`config.mk`:
```
export PLATFORM = sky130hd
export DESIGN_NAME = vc_link_mux
export DESIGN_NICKNAME = d
export VERILOG_FILES = /design/src/rtl/vcmux_pkg.sv /design/src/rtl/vcmux_queue.sv /design/src/rtl/vcmux_arb.sv /design/src/rtl/vc_link_mux.sv
export SDC_FILE = /design/constraint.sdc
export NUM_CORES = 1
export LEC_CHECK = 0
export BUFFER_PORTS_ARGS = -buffer_cell sky130_fd_sc_hd__buf_4
export CORE_ASPECT_RATIO = 0.7
export CORE_UTILIZATION = 65
export CTS_CLUSTER_SIZE = 20
export DETAILED_ROUTE_END_ITERATION = 7
export PLACE_DENSITY = 0.88
export SLEW_MARGIN = 0
export SYNTH_ARGS = -nofsm -noshare
export SYNTH_HDL_FRONTEND = slang
export SYNTH_SLANG_ARGS = --single-unit
```
`constraint.sdc`:
```
create_clock -name clk -period 5.9 [get_ports clk]
set_input_delay 1.475 -clock clk [delete_from_list [all_inputs] [get_ports clk]]
set_output_delay 1.475 -clock clk [all_outputs]
set_load 0.05 [all_outputs]
```
`src/rtl/vcmux_pkg.sv`:
```
package vcmux_pkg;
  localparam int unsigned NUM_VC = 2;

  typedef enum logic {
    ARB_ROUND = 1'b0,
    ARB_FIXED = 1'b1
  } arb_e;
endpackage

```
`src/rtl/vcmux_queue.sv`:
```
module vcmux_queue #(
  parameter int unsigned W     = 8,
  parameter int unsigned DEPTH = 8
) (
  input  logic         clk,
  input  logic         rst,
  input  logic         push,
  input  logic [W-1:0] din,
  output logic         ready,
  input  logic         pop,
  output logic [W-1:0] head,
  output logic         nonempty
);
  localparam int unsigned AW = (DEPTH > 1) ? $clog2(DEPTH) : 1;
  localparam int unsigned CW = $clog2(DEPTH + 1);

  logic [W-1:0]  mem [DEPTH];
  logic [AW-1:0] wr_ptr, rd_ptr;
  logic [CW-1:0] count;
  logic          do_push, do_pop;

  assign ready    = (count != CW'(DEPTH));
  assign nonempty = (count != '0);
  assign do_push  = push && ready;
  assign do_pop   = pop && nonempty;
  assign head     = mem[rd_ptr];

  // storage without reset so it maps onto RAM
  always_ff @(posedge clk) begin
    if (do_push) mem[wr_ptr] <= din;
  end

  always_ff @(posedge clk) begin
    if (rst) begin
      wr_ptr <= '0;
      rd_ptr <= '0;
      count  <= '0;
    end else begin
      if (do_push) wr_ptr <= (wr_ptr == AW'(DEPTH - 1)) ? '0 : wr_ptr + 1'b1;
      if (do_pop)  rd_ptr <= (rd_ptr == AW'(DEPTH - 1)) ? '0 : rd_ptr + 1'b1;
      count <= count + CW'(do_push) - CW'(do_pop);
    end
  end
endmodule

```
`src/rtl/vcmux_arb.sv`:
```
module vcmux_arb
  import vcmux_pkg::*;
#(
  parameter arb_e ARB = ARB_ROUND
) (
  input  logic [NUM_VC-1:0] elig,
  input  logic              last_vc,
  output logic [NUM_VC-1:0] gnt
);
  generate
    if (ARB == ARB_ROUND) begin : g_round
      always_comb begin
        if (elig == 2'b11) gnt = last_vc ? 2'b01 : 2'b10;
        else               gnt = elig;
      end
    end else begin : g_fixed
      always_comb begin
        gnt = elig[0] ? 2'b01 : {elig[1], 1'b0};
      end
    end
  endgenerate
endmodule

```
`src/rtl/vc_link_mux.sv`:
```
module vc_link_mux
  import vcmux_pkg::*;
#(
  parameter int unsigned W     = 8,
  parameter int unsigned DEPTH = 8,
  parameter arb_e        ARB   = ARB_ROUND
) (
  input  logic                  clk,
  input  logic                  rst,
  input  logic [NUM_VC-1:0]     in_valid,
  input  logic [NUM_VC*W-1:0]   in_data,
  output logic [NUM_VC-1:0]     in_ready,
  output logic [W-1:0]          link_data,
  output logic [NUM_VC-1:0]     link_req,
  input  logic [NUM_VC-1:0]     link_ack
);
  logic [W-1:0]      head [NUM_VC];
  logic [NUM_VC-1:0] nonempty, pop, elig, gnt;
  logic              last_vc, busy;

  generate
    for (genvar i = 0; i < NUM_VC; i++) begin : g_vc
      vcmux_queue #(.W(W), .DEPTH(DEPTH)) u_q (
        .clk      (clk),
        .rst      (rst),
        .push     (in_valid[i]),
        .din      (in_data[i*W +: W]),
        .ready    (in_ready[i]),
        .pop      (pop[i]),
        .head     (head[i]),
        .nonempty (nonempty[i])
      );
    end
  endgenerate

  assign busy = |link_req;
  assign pop  = link_req & link_ack;   // acknowledge counts only for the owner
  assign elig = busy ? '0 : nonempty;

  vcmux_arb #(.ARB(ARB)) u_arb (
    .elig    (elig),
    .last_vc (last_vc),
    .gnt     (gnt)
  );

  always_ff @(posedge clk) begin
    if (rst) begin
      link_req  <= '0;
      link_data <= '0;
      last_vc   <= 1'b1;               // channel 0 first after reset
    end else if (busy) begin
      if (|pop) begin
        link_req <= '0;
        last_vc  <= pop[1];
      end
    end else if (|gnt) begin
      link_req  <= gnt;
      link_data <= head[gnt[1]];
    end
  end
endmodule

```
Yosys cells after proc, flatten, opt, wreduce, memory -nomap -nowiden
Memory sizes are Yosys's and may differ from the RTL's. A register that Yosys moved wholly into a read port is not among the register bits.
Cells that the tools add are included.

storage, ports and cells
  register bits = 31
  bits in writable memories = 128
  output and inout port bits = 12
  memories = 2
  input bits = 22
  logic and storage cells = 65

cells by class
  equality and inequality tests = 8
  bitwise operators = 3
  order comparisons = 1
  reduce and logical (&&, ||, !) cells = 13
  add/sub/neg operators = 8
  muxes and demuxes = 21

memories
  name             words  bits a word  read ports  clocked after memory_dff  write ports  line               text
  g_vc[0].u_q.mem  8      8            1           1                         1            vcmux_queue.sv:17  logic [W-1:0] mem [DEPTH];
  g_vc[1].u_q.mem  8      8            1           1                         1            vcmux_queue.sv:17

operator list
  cell                                                      number
  two-way mux 3 bit                                         8
  two-way mux 8 bit                                         3
  adder 3 x 1 -> 3 bit, second input constant               4
  equality test 3 bit, second input constant                4
  two-way mux 2 bit                                         6
  adder 4 x 1 -> 4 bit                                      2
  inequality test 4 bit, second input constant              2
  nonzero test 4 bit                                        2
  subtractor 4 x 1 -> 4 bit                                 2
  AND reduction 2 bit                                       3
  OR reduction 2 bit                                        3
  logical AND 1 bit                                         4
  two-way mux 1 bit                                         4
  AND 2 bit                                                 1
  equality test 2 bit, second input constant                1
  greater-or-equal comparator 2 bit, second input constant  1
  inequality test 2 x 1 -> 1 bit, second input constant     1
  NOT 1 -> 2 bit                                            1
  nonzero test 2 bit                                        1
  NOT 1 bit                                                 1

Logic depth before layout (Yosys ltp)
Gate-level depths: netlist of run 1.

  word-level depth = 8
  gate-level depth with buffers = 11
  gate-level depth less buffers = 11

Cells and area by module
From an unflattened synthesis of run 1, not the netlist that was laid out.

unflattened totals
  cells, all modules = 398
  area total of the unflattened synthesis = 6969.2 um^2

modules (own cells, without submodules)
  module       times used  area each (um^2)  cells each  sequential area each (um^2)
  vcmux_queue  2           3188.1            169         2182.1
  vc_link_mux  1           574.3             57          220.2
  vcmux_arb    1           18.8              3           0.0

Worst setup path before layout of run 1
OpenSTA, ideal clock, no wires.

  kind = input port to flip-flop
  start = input port link_ack[0]
  end = register g_vc[0].u_q.count[2]
  setup time = 0.128 ns
  required time = 5.772 ns
  setup slack = 2.900 ns
  stages on the path = 9
  data arrival time = 2.872 ns
  path buffers = 0
  cell sequence = nand2_1 -> nor2_1 -> ha_1 -> inv_1 -> ha_1 -> inv_1 -> fa_1 -> xor2_1 -> nor2_1

on the way
  cells in the longest elaborated chain, start to end = 3

RTL lines
  element                    line               text
  from (decl)                vc_link_mux.sv:15  input logic [NUM_VC-1:0] link_ack
  AND 2 bit                  vc_link_mux.sv:37  assign pop = link_req & link_ack;
  logical AND 1 bit          vcmux_queue.sv:25  assign do_pop = pop && nonempty;
  via g_vc[0].u_q.do_pop     vcmux_queue.sv:20  logic do_push, do_pop;
  subtractor 4 x 1 -> 4 bit  vcmux_queue.sv:41  count <= count + CW'(do_push) - CW'(do_pop);
  to (signal assigned)       vcmux_queue.sv:41
  to (decl)                  vcmux_queue.sv:19  logic [CW-1:0] count;

The timed path passes the listed nets, and every way through them passes these cells.
A chain may end at the register's enable or synchronous reset.

Worst setup path in the final report of run 1
  start = register g_vc[0].u_q.count[2]
  end = output port in_ready[0]

on the way
  cells in the longest elaborated chain, start to end = 1

RTL lines
  element                line               text
  inequality test 4 bit  vcmux_queue.sv:22  assign ready = (count != CW'(DEPTH));
  to (decl)              vc_link_mux.sv:12  output logic [NUM_VC-1:0] in_ready,

Every way passes these cells.

==> results.json, run 1 <==
{
  "cts_resized": 0,
  "design_area_um2": 7740,
  "crit_required_ns": 4.43,
  "cts.sinks": 165,
  "rsz0062_at_grt": "no",
  "avgRoutedWirePerCell_um": 22.9,
  "dpl.cell_count": 584,
  "synth_seq_cells": 165,
  "dp_slack_ns": 2.48,
  "setup_violations": 0,
  "grt_max_degree": 35,
  "synth_fp_nets": 475,
  "post_synth_num_cell_types": 39,
  "status": "complete, no violations",
  "p_int_uw": 2440,
  "initial_core_util_pct": 68.1,
  "placed_cell_area_um2": 7120,
  "layout-drive-gt1-share_pct": 21.1,
  "core_area_um2": 9870,
  "grt_pass1_wl_um": 21700,
  "period_minus_slack_ns": 3.00,
  "post-cts-setup-buffers": 0,
  "synth.area.top_cells": "edfxtp_1, dfxtp_1, mux4_2, mux2i_1, ha_1",
  "cts_root_buf": "clkbuf_16",
  "reg2reg_depth": 11,
  "finalWirelength_um": 14100,
  "ys_async_sr_fraction_pct": 0,
  "synth_top_area_share_pct": 57.1,
  "rr_endpoint": "g_vc[0].u_q.count[2]",
  "ios": 34,
  "cp-start-kind": "flip-flop",
  "postCtsHoldBufs": 0,
  "instances_no_fill": 616,
  "leakagePower_uw": 0.00262,
  "io_buffers": 33,
  "crit_path_end_kind": "output port",
  "syn_area_per_cell_um2": 15.6,
  "drv_cap": 0,
  "mostFrequentLayoutCell": "edfxtp_1",
  "post-route-period-util_pct": 50.9,
  "synth_area_um2": 6730,
  "hp-start": "link_data[2]",
  "crit_arrival_ns": 1.53,
  "first_pass_iters": 5,
  "clockBufferDepth": 2,
  "cts_buffers": 17,
  "drc": 0,
  "viasPerCell": 6.42,
  "max_slew_margin_pct": 18.6,
  "ir_drop_uv": 443,
  "hold_end": "link_data[2]",
  "synth_edf_count": 128,
  "ys_seq_area_share_pct": 68.1,
  "dp_hpwl_um": 8510,
  "r2r_slack_ns": 3.22,
  "die_w_um": 124,
  "hold_viol_final": 0,
  "grt_pass1_vias": 4058,
  "fp-row-count": 30,
  "max_freq_mhz": 333,
  "most-common-layout-cells": "edfxtp_1, buf_4, dfxtp_1",
  "power_density_nw_per_um2": 455,
  "initialDrtViolationCount": 317,
  "worst_pin_slew_ns": 1.21,
  "cts-htree-levels": 4,
  "nets": 519,
  "slew_viol_final": 0,
  "pwr-share-seq_pct": 41.1,
  "fp.dieH_um": 87.1,
  "insertion_delay_ns": 0.42,
  "synth_top_cell_by_area": "edfxtp_1",
  "antenna_left": 0,
  "area_growth_pct": 15.0,
  "grt_antenna_before_repair": 0,
  "synthFlopType": "edfxtp_1",
  "ys_warn_count": 0,
  "gp_congestion": 0.781,
  "tns_ns": 0,
  "combPwrFrac_pct": 26.2,
  "min_delay_path_depth": 2,
  "r2r-start": "g_vc[0].u_q.count[2]",
  "n_antenna_cell": 0,
  "gr-usage-all-layers_pct": 28.9,
  "netSwitchingPower_uw": 1080,
  "path_clk_slew_ns": 0.06,
  "crit_fanout": 3,
  "grt_overflow_total": 0,
  "finClkSkew_ns": 0.00918,
  "syn_inst": 432,
  "p_sw_share_pct": 30.7,
  "die-area_um2": 10800,
  "hold_slack_ns": 0.533,
  "worst_slack_ns": 2.90,
  "p_clk_share_pct": 32.7,
  "cts_tree": "done",
  "vias": 3952,
  "hold_path.class": "reg2reg",
  "worstSetupPathType": "reg2out"
}
cell usage after synthesis, types with 8 or more instances:
library cell  instances
edfxtp_1            128
dfxtp_1              37
mux2i_1              33
nor2_1               26
nand2_1              22
ha_1                 19
a21oi_1              18
a22oi_1              16
mux4_2               16
inv_1                12
nand2b_1             12
clkbuf_1             10
nor3_1               10
a311oi_2              8
nand3_1               8
o211ai_1              8
area by class of cell:
| class | count | area [um2] |
|---|---|---|
| repair buffers | 45 | 338 |
| clock buffers | 21 | 460 |
| fillers | 508 | 2140 |
| clock inverters | 10 | 153 |
| inverters | 14 | 52.6 |
| multi-input cells | 233 | 1990 |
| flip-flops and latches | 165 | 4580 |
| well taps | 128 | 160 |
power groups by stage:
| stage | Sequential, uW | Clock, uW | Combinational [uW] |
|---|---|---|---|
| floorplan | 1540 | 0 | 583 |
| global placement | 1460 | 0 | 842 |
| detailed placement | 1470 | 0 | 891 |
| CTS | 1450 | 1160 | 925 |
| global route | 1460 | 1210 | 997 |
| finish | 1450 | 1150 | 922 |
per-layer routing:
metal	track usage, %	wire (um)	share of wire (%)	up-vias
met3	6.68	955	6.8	36
met5	0	0	0	-
met4	14.1	464	3.3	0
met2	45.8	6930	49	189
li1	-	-	-	1745
met1	38.0	5780	41	1982
registers in the layout, summed over array words and instances (netlist names), named ones only:
name	cells
g_vc.u_q.mem	128
g_vc.u_q.rd_ptr	6
g_vc.u_q.count	8
link_data	8
link_req	2
g_vc.u_q.wr_ptr	6
last_vc	1
stage by stage:
| stage | utilization (%) | total power [uW] |
|---|---|---|
| 2_1_floorplan | - | 2120 |
| 3_3_place_gp | 72.1 | 2300 |
| 3_5_place_dp | 72.1 | 2360 |
| 4_1_cts | 78.3 | 3530 |
| 5_1_grt | 78.4 | 3670 |
| 6_report | 78.4 | 3520 |
worst max path at each step:
stage                    startpoint                    end  slack (ns)  cells past startpoint
2_1_floorplan           link_ack[0]   g_vc[0].u_q.count[2]        2.90                      9
3_3_place_gp            in_valid[0]  g_vc[0].u_q.mem[1][4]        2.68                      5
3_5_place_dp            in_valid[1]  g_vc[1].u_q.mem[1][4]        2.48                      5
4_1_cts        g_vc[0].u_q.count[2]            in_ready[0]        2.87                      4
5_1_grt        g_vc[0].u_q.count[2]            in_ready[0]        2.82                      4
6_report       g_vc[0].u_q.count[2]            in_ready[0]        2.90                      4
kinds of logic (layout without fill, tap and decap cells):
group	after synthesis	in the layout	share of synthesized area (%)
AO/OA/AOI/OAI	62	62	7.31
XOR/XNOR	4	4	0.521
adder cells (fa/ha/maj)	21	21	4.13
buffers and inverters	34	90	2.38
flip-flops	165	165	68.1
multiplexers	49	49	10.3
AND/OR/NAND/NOR	97	97	7.25
worst max-delay path, stage by stage, from the launching register on:
cell     delay, ns
dfxtp_1       0.30
inv_1         0.10
ha_1          0.14
or3b_1        0.36
buf_4         0.20
Note: power is estimated with default switching activity, not from simulation.
==> inputs of run 2 (changes only) <==
--- a/config.mk
+++ b/config.mk
@@ -7,10 +7,10 @@
 export LEC_CHECK = 0
 export BUFFER_PORTS_ARGS = -buffer_cell sky130_fd_sc_hd__buf_4
 export CORE_ASPECT_RATIO = 0.7
-export CORE_UTILIZATION = 65
+export CORE_UTILIZATION = 61
 export CTS_CLUSTER_SIZE = 20
 export DETAILED_ROUTE_END_ITERATION = 7
-export PLACE_DENSITY = 0.88
+export PLACE_DENSITY = 0.83
 export SLEW_MARGIN = 0
 export SYNTH_ARGS = -nofsm -noshare
 export SYNTH_HDL_FRONTEND = slang
==> constraint.sdc (replaced) <==
create_clock -name clk -period 3 [get_ports clk]
set_input_delay 0.75 -clock clk [delete_from_list [all_inputs] [get_ports clk]]
set_output_delay 0.75 -clock clk [all_outputs]
set_load 0.05 [all_outputs]
==> results.json, run 2 (synthesis results as in run 1) <==
{
  "worst_pin_slew_ns": 0.760,
  "worstSetupPathType": "reg2reg",
  "fin_util_pct": 73.6,
  "power.total_uw": 6670,
  "first_pass_iters": 5,
  "die_w_um": 128,
  "ir_drop_uv": 652,
  "rsz0062_at_grt": "no",
  "clockBufferDepth": 2,
  "crit_path_end_kind": "flip-flop",
  "insertion_delay_ns": 0.42,
  "hold_viol_final": 0,
  "status": "complete, no violations",
  "layout-drive-gt1-share_pct": 22.0,
  "top_regs": "g_vc.u_q.mem x128, g_vc.u_q.count x8, link_data x8",
  "drv_cap": 0,
  "leakagePower_uw": 0.00262,
  "fp.dieH_um": 89.9,
  "io_buffers": 33,
  "top_register": "g_vc.u_q.mem",
  "crit_fanout": 5,
  "cts_buffers": 17,
  "hp-start": "link_data[2]",
  "setup_violations": 0,
  "cts_resized": 0,
  "fillCellCount": 647,
  "crit_start": "g_vc[0].u_q.count[2]",
  "hold_path.class": "reg2reg",
  "fp-row-count": 31,
  "regArea_um2": 4580,
  "max_slew_margin_pct": 49.2,
  "n_antenna_cell": 0,
  "grt_pass1_wl_um": 20200,
  "die-area_um2": 11500,
  "postCtsHoldBufs": 0,
  "cts-htree-levels": 4,
  "cp-start-kind": "flip-flop",
  "viasPerCell": 5.94,
  "post-cts-setup-buffers": 0,
  "tns_ns": 0,
  "vias": 3817,
  "finClkSkew_ns": 0.00602,
  "grt_pass1_vias": 3852,
  "antenna_left": 0,
  "most-common-layout-cells": "edfxtp_1, buf_4, dfxtp_1",
  "post-route-period-util_pct": 87.0,
  "grt_overflow_total": 0,
  "power_density_nw_per_um2": 859,
  "mostFrequentLayoutCell": "edfxtp_1",
  "gp_congestion": 0.766,
  "core_area_um2": 10600,
  "multi_input_area_um2": 1990,
  "largest_reg_flops": 128,
  "slew_viol_final": 0,
  "hold_slack_ns": 0.533,
  "finalWirelength_um": 12800,
  "cts_tree": "done",
  "instances_no_fill": 643,
  "dp_hpwl_um": 8430,
  "crit_required_ns": 3.29,
  "nets": 526,
  "ios": 34,
  "gr-usage-all-layers_pct": 24.4,
  "cts_root_buf": "clkbuf_16",
  "path_clk_slew_ns": 0.06,
  "period_minus_slack_ns": 2.61,
  "area_growth_pct": 15.4,
  "avgRoutedWirePerCell_um": 19.9,
  "initial_core_util_pct": 63.8,
  "grt_max_degree": 35,
  "cts.sinks": 165,
  "r2r_slack_ns": 0.39,
  "max_freq_mhz": 383,
  "drc": 0,
  "crit_arrival_ns": 2.90,
  "dpl.cell_count": 612,
  "grt_antenna_before_repair": 0,
  "r2r-start": "g_vc[0].u_q.count[2]",
  "initialDrtViolationCount": 406
}
[run 2: cell types whose count changed in the layout (fill, tap and decap cells not counted), sizes merged]
cell and change:
clkinvlp +4, clkbuf -3, buf +8, bufinv -2
[run 2: layer usage]
| layer | track usage [%] | up-vias | part of all wire [%] |
|---|---|---|---|
| met1 | 33.0 | 1897 | 44 |
| li1 | - | 1762 | - |
| met5 | 0 | - | 0 |
| met4 | 9.33 | 0 | 2.1 |
| met3 | 5.95 | 25 | 5.6 |
| met2 | 38.8 | 133 | 48 |
[run 2: cell type report]
class | instances | area share [%]
clock buffers | 19 | 5.57
clock inverters | 12 | 1.71
inverters | 14 | 0.677
multi-input cells | 233 | 25.6
flip-flops and latches | 165 | 59.0
well taps | 148 | 2.38
repair buffers | 52 | 5.03
[run 2: final timing paths]
path         cells past startpoint                   end
min reg2reg                      2          link_data[2]
max                             11  g_vc[0].u_q.count[2]
min                              2          link_data[2]
max reg2reg                     11  g_vc[0].u_q.count[2]
[run 2: stage by stage]
step                      area (um2)  worst slack (ns)
after floorplan                 6730             0.614
after global placement          7200             0.538
after detailed placement        7200             0.460
after CTS                       7770             0.393
after global routing            7770            0.0961
final                           7770             0.389
[run 2: critical path, stage by stage, from the launching register on]
cell and delay (ns):
dfxtp_1 0.30, inv_1 0.09, ha_1 0.18, nor3b_1 0.48, nor2_1 0.23, ha_1 0.34
inv_1 0.06, ha_1 0.16, inv_1 0.06, fa_1 0.37, xor2_1 0.16, nor2_1 0.05
[run 2: power by group]
part | switching (uW) | internal [uW] | total, uW
Sequential | 155 | 2680 | 2840
Combinational | 1060 | 696 | 1760
Clock | 853 | 1220 | 2070
Total | 2070 | 4600 | 6670
